==> src/rtl/ptw_pkg.sv <==
package ptw_pkg;
  typedef enum logic [1:0] {
    ST_IDLE  = 2'd0,
    ST_XLATE = 2'd1,
    ST_READ  = 2'd2,
    ST_WRITE = 2'd3
  } ptw_state_e;
endpackage

==> src/rtl/ptw_pte_addr.sv <==
// Forms the virtual address of the page-table entry for a miss address.
module ptw_pte_addr #(
  parameter int ADDR_W    = 32,
  parameter int PTE_SHIFT = 10,
  parameter int ALIGN_LSB = 2
) (
  input  logic [ADDR_W-1:0] base,
  input  logic [ADDR_W-1:0] vaddr,
  output logic [ADDR_W-1:0] pte_va
);
  localparam logic [ADDR_W-1:0] ALIGN_MASK = ~((ADDR_W'(1) << ALIGN_LSB) - ADDR_W'(1));

  always_comb begin
    pte_va = (base | (vaddr >> PTE_SHIFT)) & ALIGN_MASK;
  end
endmodule

==> src/rtl/ptw_victim_ctr.sv <==
// Round-robin victim selector: the counter is advanced before its value is used.
module ptw_victim_ctr #(
  parameter int WAYS = 4,
  localparam int WAY_W = (WAYS > 1) ? $clog2(WAYS) : 1
) (
  input  logic             clk,
  input  logic             rst_n,
  input  logic             advance,
  output logic [WAY_W-1:0] way_use
);
  logic [WAY_W-1:0] ctr_q;
  logic [WAY_W-1:0] ctr_inc;

  always_comb begin
    if (ctr_q == WAY_W'(WAYS - 1)) ctr_inc = '0;
    else                           ctr_inc = ctr_q + WAY_W'(1);
  end

  assign way_use = ctr_inc;

  always_ff @(posedge clk or negedge rst_n) begin
    if (!rst_n) begin
      ctr_q <= '0;
    end else if (advance) begin
      ctr_q <= ctr_inc;
    end
  end
endmodule

==> src/rtl/ptw_entry_fmt.sv <==
// Turns a fetched page-table entry plus the miss address into refill fields.
module ptw_entry_fmt #(
  parameter int ADDR_W      = 32,
  parameter int PAGE_SHIFT  = 12,
  parameter int WAY_ENTRIES = 4,
  parameter int RING_CNT    = 4,
  parameter int ASID_W      = 8,
  parameter int ATTR_W      = 4,
  localparam int IDX_W  = (WAY_ENTRIES > 1) ? $clog2(WAY_ENTRIES) : 1,
  localparam int RING_W = (RING_CNT > 1) ? $clog2(RING_CNT) : 1
) (
  input  logic [ADDR_W-1:0]          pte,
  input  logic [ADDR_W-1:0]          vaddr,
  input  logic [RING_CNT*ASID_W-1:0] ring_ids,
  output logic [ADDR_W-1:0]          vpn,
  output logic [IDX_W-1:0]           index,
  output logic [ADDR_W-1:0]          ppn,
  output logic [ATTR_W-1:0]          attr,
  output logic [ASID_W-1:0]          asid
);
  localparam logic [ADDR_W-1:0] PAGE_MASK = ~((ADDR_W'(1) << PAGE_SHIFT) - ADDR_W'(1));

  logic [RING_W-1:0] ring;
  logic [ASID_W-1:0] ring_byte [RING_CNT];

  // Slice the ring-identifier register into one lane per ring.
  for (genvar g = 0; g < RING_CNT; g++) begin : g_ring_lane
    assign ring_byte[g] = ring_ids[g*ASID_W +: ASID_W];
  end

  always_comb begin
    ring  = pte[ATTR_W +: RING_W];
    vpn   = vaddr & PAGE_MASK;
    index = vaddr[PAGE_SHIFT +: IDX_W];
    ppn   = pte & PAGE_MASK;
    attr  = pte[ATTR_W-1:0];
    asid  = '0;
    for (int r = 0; r < RING_CNT; r++) begin
      if (ring == RING_W'(r)) asid = ring_byte[r];
    end
  end
endmodule

==> src/rtl/ptw_walker.sv <==
// Refill walker: entry-address lookup, one memory read, one refill write.
module ptw_walker
  import ptw_pkg::*;
#(
  parameter int ADDR_W      = 32,
  parameter int PAGE_SHIFT  = 12,
  parameter int PTE_SHIFT   = 10,
  parameter int REFILL_WAYS = 4,
  parameter int WAY_ENTRIES = 4,
  parameter int RING_CNT    = 4,
  parameter int ASID_W      = 8,
  parameter int ATTR_W      = 4,
  localparam int WAY_W = (REFILL_WAYS > 1) ? $clog2(REFILL_WAYS) : 1,
  localparam int IDX_W = (WAY_ENTRIES > 1) ? $clog2(WAY_ENTRIES) : 1
) (
  input  logic                       clk,
  input  logic                       rst_n,
  input  logic                       miss_valid,
  input  logic [ADDR_W-1:0]          miss_vaddr,
  input  logic                       miss_is_fetch,
  input  logic [ADDR_W-1:0]          pte_base,
  input  logic [RING_CNT*ASID_W-1:0] ring_asids,
  output logic                       xl_req,
  output logic [ADDR_W-1:0]          xl_vaddr,
  input  logic                       xl_hit,
  input  logic                       xl_read_ok,
  input  logic [ADDR_W-1:0]          xl_paddr,
  output logic                       mem_req,
  output logic [ADDR_W-1:0]          mem_addr,
  input  logic                       mem_resp_valid,
  input  logic                       mem_resp_err,
  input  logic [ADDR_W-1:0]          mem_rdata,
  output logic                       busy,
  output logic                       done,
  output logic                       fail,
  output logic                       refill_we,
  output logic                       refill_is_fetch,
  output logic [WAY_W-1:0]           refill_way,
  output logic [IDX_W-1:0]           refill_index,
  output logic [ADDR_W-1:0]          refill_vpn,
  output logic [ADDR_W-1:0]          refill_ppn,
  output logic [ASID_W-1:0]          refill_asid,
  output logic [ATTR_W-1:0]          refill_attr,
  output logic [ADDR_W-1:0]          fault_vaddr
);
  ptw_state_e        state_q, state_d;
  logic [ADDR_W-1:0] miss_va_q;
  logic              fetch_q;
  logic [ADDR_W-1:0] pte_va_q;
  logic [ADDR_W-1:0] mem_addr_q;
  logic              mem_req_q;
  logic [ADDR_W-1:0] pte_q;
  logic              fail_q;
  logic [ADDR_W-1:0] fault_q;
  logic [ADDR_W-1:0] pte_va_d;

  // Clock enables and decision terms
  logic accept_miss;
  logic xl_good;
  logic xl_bad;
  logic rsp_good;
  logic rsp_bad;
  logic in_write;

  always_comb begin
    accept_miss = (state_q == ST_IDLE) && miss_valid;
    xl_good     = (state_q == ST_XLATE) && xl_hit && xl_read_ok;
    xl_bad      = (state_q == ST_XLATE) && !(xl_hit && xl_read_ok);
    rsp_good    = (state_q == ST_READ) && mem_resp_valid && !mem_resp_err;
    rsp_bad     = (state_q == ST_READ) && mem_resp_valid && mem_resp_err;
    in_write    = (state_q == ST_WRITE);
  end

  ptw_pte_addr #(
    .ADDR_W    (ADDR_W),
    .PTE_SHIFT (PTE_SHIFT),
    .ALIGN_LSB (2)
  ) u_pte_addr (
    .base   (pte_base),
    .vaddr  (miss_vaddr),
    .pte_va (pte_va_d)
  );

  ptw_victim_ctr #(
    .WAYS (REFILL_WAYS)
  ) u_victim (
    .clk     (clk),
    .rst_n   (rst_n),
    .advance (in_write),
    .way_use (refill_way)
  );

  ptw_entry_fmt #(
    .ADDR_W      (ADDR_W),
    .PAGE_SHIFT  (PAGE_SHIFT),
    .WAY_ENTRIES (WAY_ENTRIES),
    .RING_CNT    (RING_CNT),
    .ASID_W      (ASID_W),
    .ATTR_W      (ATTR_W)
  ) u_fmt (
    .pte      (pte_q),
    .vaddr    (miss_va_q),
    .ring_ids (ring_asids),
    .vpn      (refill_vpn),
    .index    (refill_index),
    .ppn      (refill_ppn),
    .attr     (refill_attr),
    .asid     (refill_asid)
  );

  // Next-state logic
  always_comb begin
    state_d = state_q;
    unique case (state_q)
      ST_IDLE:  if (accept_miss) state_d = ST_XLATE;
      ST_XLATE: state_d = xl_good ? ST_READ : ST_IDLE;
      ST_READ:  begin
        if (rsp_good)     state_d = ST_WRITE;
        else if (rsp_bad) state_d = ST_IDLE;
      end
      ST_WRITE: state_d = ST_IDLE;
      default:  state_d = ST_IDLE;
    endcase
  end

  // State and control registers
  always_ff @(posedge clk or negedge rst_n) begin
    if (!rst_n) begin
      state_q   <= ST_IDLE;
      mem_req_q <= 1'b0;
      fail_q    <= 1'b0;
    end else begin
      state_q   <= state_d;
      mem_req_q <= xl_good;
      fail_q    <= xl_bad || rsp_bad;
    end
  end

  // Datapath registers with explicit enables
  always_ff @(posedge clk or negedge rst_n) begin
    if (!rst_n) begin
      miss_va_q <= '0;
      fetch_q   <= 1'b0;
      pte_va_q  <= '0;
    end else if (accept_miss) begin
      miss_va_q <= miss_vaddr;
      fetch_q   <= miss_is_fetch;
      pte_va_q  <= pte_va_d;
    end
  end

  always_ff @(posedge clk or negedge rst_n) begin
    if (!rst_n) begin
      mem_addr_q <= '0;
    end else if (xl_good) begin
      mem_addr_q <= xl_paddr;
    end
  end

  always_ff @(posedge clk or negedge rst_n) begin
    if (!rst_n) begin
      pte_q <= '0;
    end else if (rsp_good) begin
      pte_q <= mem_rdata;
    end
  end

  always_ff @(posedge clk or negedge rst_n) begin
    if (!rst_n) begin
      fault_q <= '0;
    end else if (in_write) begin
      fault_q <= miss_va_q;
    end
  end

  // Outputs
  assign xl_req          = (state_q == ST_XLATE);
  assign xl_vaddr        = pte_va_q;
  assign mem_req         = mem_req_q;
  assign mem_addr        = mem_addr_q;
  assign busy            = (state_q != ST_IDLE);
  assign done            = in_write;
  assign refill_we       = in_write;
  assign fail            = fail_q;
  assign refill_is_fetch = fetch_q;
  assign fault_vaddr     = fault_q;
endmodule

==> config.mk <==
export PLATFORM = sky130hd
export DESIGN_NAME = ptw_walker
export DESIGN_NICKNAME = d
export VERILOG_FILES = /design/src/rtl/ptw_pkg.sv /design/src/rtl/ptw_pte_addr.sv /design/src/rtl/ptw_victim_ctr.sv /design/src/rtl/ptw_entry_fmt.sv /design/src/rtl/ptw_walker.sv
export SDC_FILE = /design/constraint.sdc
export NUM_CORES = 1
export LEC_CHECK = 0
export ABC_AREA = 0
export BUFFER_PORTS_ARGS = -buffer_cell sky130_fd_sc_hd__buf_2
export CORE_MARGIN = 1.5
export CORE_UTILIZATION = 42
export DETAILED_ROUTE_END_ITERATION = 12
export PLACE_DENSITY = 0.83
export SYNTH_ARGS = -nofsm -noshare
export SYNTH_HDL_FRONTEND = slang
export SYNTH_HIERARCHICAL = 1
export SYNTH_SLANG_ARGS = --single-unit
==> constraint.sdc <==
create_clock -name clk -period 1.6 [get_ports clk]
set_clock_uncertainty 0.1 [all_clocks]
set_input_delay 0.16 -clock clk [delete_from_list [all_inputs] [get_ports clk]]
set_output_delay 0.16 -clock clk [all_outputs]
set_load 0.03 [all_outputs]
### Yosys cells after proc, flatten, opt, wreduce, memory -nomap -nowiden

Cells that the tools add are included.

| word-level totals | value |
|---|---|
| flip-flop bits (word level) | 165 |
| input bits | 168 |
| output and inout port bits | 183 |

| operators by class | value |
|---|---|
| equality and inequality tests | 9 |
| reductions and logical operators | 15 |
| bitwise gates (word level) | 1 |
| multiplexer cells | 10 |
| add/sub/neg operators | 1 |

Operators with widths:

| cell | number |
|---|---|
| $mux W8 | 4 |
| $or A32 B22 Y32 | 1 |
| $eq A2 B2 Y1 const B | 5 |
| $mux W2 | 5 |
| $logic_and A1 B1 Y1 | 8 |
| $pmux W2 S4 | 1 |
| $eq A2 B1 Y1 const B | 2 |
| $logic_not A2 Y1 | 2 |
| $ne A3 B3 Y1 const B | 1 |
| $add A2 B1 Y2 const B | 1 |
| $logic_not A1 Y1 | 2 |
| $ne A2 B2 Y1 const B | 1 |
| $reduce_and A2 Y1 | 1 |
| $reduce_bool A2 Y1 | 1 |
| $logic_or A1 B1 Y1 | 1 |

### Longest topological paths before layout

| logic depth | value |
|---|---|
| word-level depth | 6 |
| depth in mapped cells | 5 |
| gate-level depth less buffers | 3 |

### By module

Netlist, hierarchy kept.

Modules (own cells, without submodules):

| module | instances | sequential area each (um^2) | cells an instance | area each (um^2) |
|---|---|---|---|---|
| ptw_walker | 1 | 4129.0 | 363 | 6343.6 |
| ptw_entry_fmt | 1 | 0.0 | 81 | 725.7 |
| ptw_pte_addr | 1 | 0.0 | 33 | 219.0 |
| ptw_victim_ctr | 1 | 50.0 | 6 | 88.8 |

### Least setup slack after synthesis

Ideal clock, no wire load.

| timing path | value |
|---|---|
| path type | reg2reg |
| start point | reg state_q[1] |
| end point | reg u_victim.ctr_q[0] |
| required time | 1.375 ns |
| buffers on the path | 2 |
| arrival | 1.412 ns |
| clock period less this slack | 1.637 ns |
| setup slack | -0.037 ns |
| cell stages (with the launch flop) | 6 |
| path through | dfrtp_1 buf_2 nand2_1 buf_2 inv_1 mux2_2 |

| between the ends | value |
|---|---|
| longest elaborated chain between the ends | 1 |

RTL lines:

| item | RTL line | source |
|---|---|---|
| start, declared | ptw_walker.sv:46 | `ptw_state_e state_q, state_d;` |
| start signal, assigned | ptw_walker.sv:133 | `state_q <= state_d;` |
| $eq A2 B2 Y1 | ptw_walker.sv:71 | `in_write = (state_q == ST_WRITE);` |
| net done | ptw_walker.sv:34 | `output logic done,` |
| end signal, assigned | ptw_victim_ctr.sv:25 | `ctr_q <= ctr_inc;` |
| end, declared | ptw_victim_ctr.sv:11 | `logic [WAY_W-1:0] ctr_q;` |

The timed path passes the listed nets, and every way through them passes these cells.
A chain may end at the register's enable or synchronous reset.

### Worst setup path after layout

| timing path | value |
|---|---|
| start point | reg pte_q[4] |
| end point | out refill_asid[2] |

| between the ends | value |
|---|---|
| longest elaborated chain between the ends | 5 |

RTL lines:

| item | RTL line | source |
|---|---|---|
| start, declared | ptw_walker.sv:52 | `logic [ADDR_W-1:0] pte_q;` |
| start signal, assigned | ptw_walker.sv:164 | `pte_q <= mem_rdata;` |
| $logic_not A2 Y1 | ptw_entry_fmt.sv:39 | `if (ring == RING_W'(r)) asid = ring_byte[r];` |
| $mux W8 (3 in series) | ptw_entry_fmt.sv:39 |  |
| $mux W8 (*) | ptw_entry_fmt.sv:39 |  |
| end, declared | ptw_walker.sv:42 | `output logic [ASID_W-1:0] refill_asid,` |

Mark *: on every way between the ends. The rest lies on a longest branch, timed or not.

==> flow_summary.toml <==
[power]
power_density_mw_per_mm2 = 1790
vdd_drop_max_uv = 1140
p_leak_uw = 0.00575

[worst_setup_path]
path_common_cell = "buf_6"
cp.depth = 3
path_buf_inv = 2
critPathMaxStageDelay_ns = 0.51
critPathArrivalTime_ns = 1.60
crit_required_ns = 1.34
startpoint = "pte_q[4]"
timing.rr.end = "miss_va_q[2]"
critPathMaxFanout = 4
cp-start-kind = "flip-flop"
critPathSlowestCell = "mux4_2"
setup.worst_path.end = "refill_asid[2]"
r2r_slack_ns = -0.20
worstRegToRegCells = 6
cp_cell_sequence = "buf_6 > mux4_2 > buf_6"
end_kind = "output port"
crit_type = "reg2out"
cp_top_family = "multiplexers"
timing.rr.start = "state_q[0]"

[timing]
rsz0062_at_grt = "true"
max_freq_mhz = 538
setup_ws_ns = -0.260
finalCritPeriodShare_pct = 116
holdWs_ns = 0.0227
finalSetupViolCount = 146
timing.final.crit_period_ns = 1.86
slew_viol_final = 0
hold_violations = 0

[logic_synthesis]
synthCells = 471
synth_area_mm2 = 0.00714
yosysWarnings = 6
synth.avg_cell_area_um2 = 15.2

[cells_and_area]
nets = 1082
syn_to_final_growth_pct = 61.3
diodes = 0
layout-drive-gt1-share_pct = 63.1
fin_cells = 1144
nFillCells = 1071

[clock_tree]
cts_root_buf = "clkbuf_16"
insertion_delay_ns = 0.41
clock_path_buffers = 2
cts_buffers = 17
cts_sinks = 161
htreeDepth = 4
clk_pin_slew_worst_paths_ns = 0.06
cts_tree = "yes"

[floorplan]
die_area_mm2 = 0.0178
num_rows = 47
die_w_um = 133
ios = 351
die_y_um = 133
initial_utilization_pct = 43.0
placeableCoreArea_mm2 = 0.0166

[route]
ant_nets = 0
viasPerCell = 4.76
wl_um = 23100
avgRoutedWirePerCell_um = 20.2
vias = 5447
first_pass_iters = 4
drc = 0
drt_first_iter_violations = 161

[global_routing]
antenna_found_initial = 0
grt_pass1_wl_um = 32700
track_usage_pct = 24.2
gr-total-overflow = 0
grt_pass1_vias = 5969
grt_max_degree = 46

[status]
violations = "negative setup slack"
status = "finished with violations"

[place]
dp_cells = 952
gp_congestion = 0.741
dp_hpwl_um = 12500
io_buffers = 318

[hold_path]
holdCritPathClass = "in2reg"

[flow_run]
drv_cap = 0
placed cells by master, fill, tap and decap left out, types with 2 or more instances in the layout:
cell	instances
buf_12	14
conb_1	26
inv_6	3
dfrtp_1	158
mux2_2	48
buf_8	7
nand2_1	2
nand2b_1	2
buf_16	3
buf_4	12
clkinv_4	3
mux2_4	109
clkinvlp_4	3
buf_2	303
inv_8	2
mux4_2	8
dlygate4sd3_1	126
dfrtp_2	3
bufinv_16	2
or2_1	20
clkbuf_16	23
buf_6	32
worst min-delay path, cell delays in order:
cell,delay [ns]
buf_2,0.08
or2_1,0.11
mux2_4,0.14
layer usage:
metal  track usage, %  part of all wire [%]  vias to the layer above
li1                 -                     -                     2393
met1             26.0                    37                     2777
met2             46.6                    56                      245
met3             5.02                   5.0                       32
met4             8.27                   2.5                        0
met5                0                     0                        -
through the flow:
step           power, uW  setup WS [ns]  setup TNS [ns]  utilization [%]  instance area [um2]
2_1_floorplan      12900         0.0176               0                -                 7230
3_3_place_gp       14600        -0.0266          -0.118             51.8                 8590
3_5_place_dp       14800        -0.0467          -0.853             51.8                 8590
4_1_cts            20100         -0.264          -12.55             67.7                11200
5_1_grt            21400         -0.305          -21.34             69.4                11500
6_report           20600         -0.260          -15.06             69.4                11500
worst min path at each step:
stage	startpoint	end	cells past startpoint
finish	pte_base[18]	xl_vaddr[18]	3
global route	pte_base[18]	xl_vaddr[18]	3
CTS	pte_base[18]	xl_vaddr[18]	3
detailed placement	rst_n	xl_vaddr[10]	1
global placement	rst_n	xl_vaddr[10]	1
floorplan	rst_n	fail	0
flip-flops by register name, indices dropped and copies added (netlist names):
name,cells
mem_req,1
fault_vaddr,32
refill_is_fetch,1
state_q,2
fail,1
pte_q,26
miss_va_q,32
u_victim/ctr_q,2
mem_addr,32
xl_vaddr,32
what timing repair did:
item | in CTS | in global routing
endpoints found under the setup margin | 77 | 165
gates cloned | 6 | 8
setup buffers | 20 | 10
endpoints found under the hold margin | 283 | 0
pin swaps | 4 | 4
hold buffers | 126 | 0
resized for setup | 127 | 49
power by group:
group	internal, uW	switching [uW]	total (uW)
Combinational	4290	5550	9850
Sequential	5680	1070	6750
Clock	2330	1710	4040
Total	12300	8330	20600
layout make-up:
type,instances,area [um2],area share (%)
multi-input combinational,228,2770,24.1
clock inverter,12,150,1.30
clock buffer,18,429,3.73
tap,220,275,2.39
inverter,2,11.3,0.0978
timing repair buffer,503,3850,33.4
sequential,161,4030,35.0
Power figures use the tool's default switching activity.
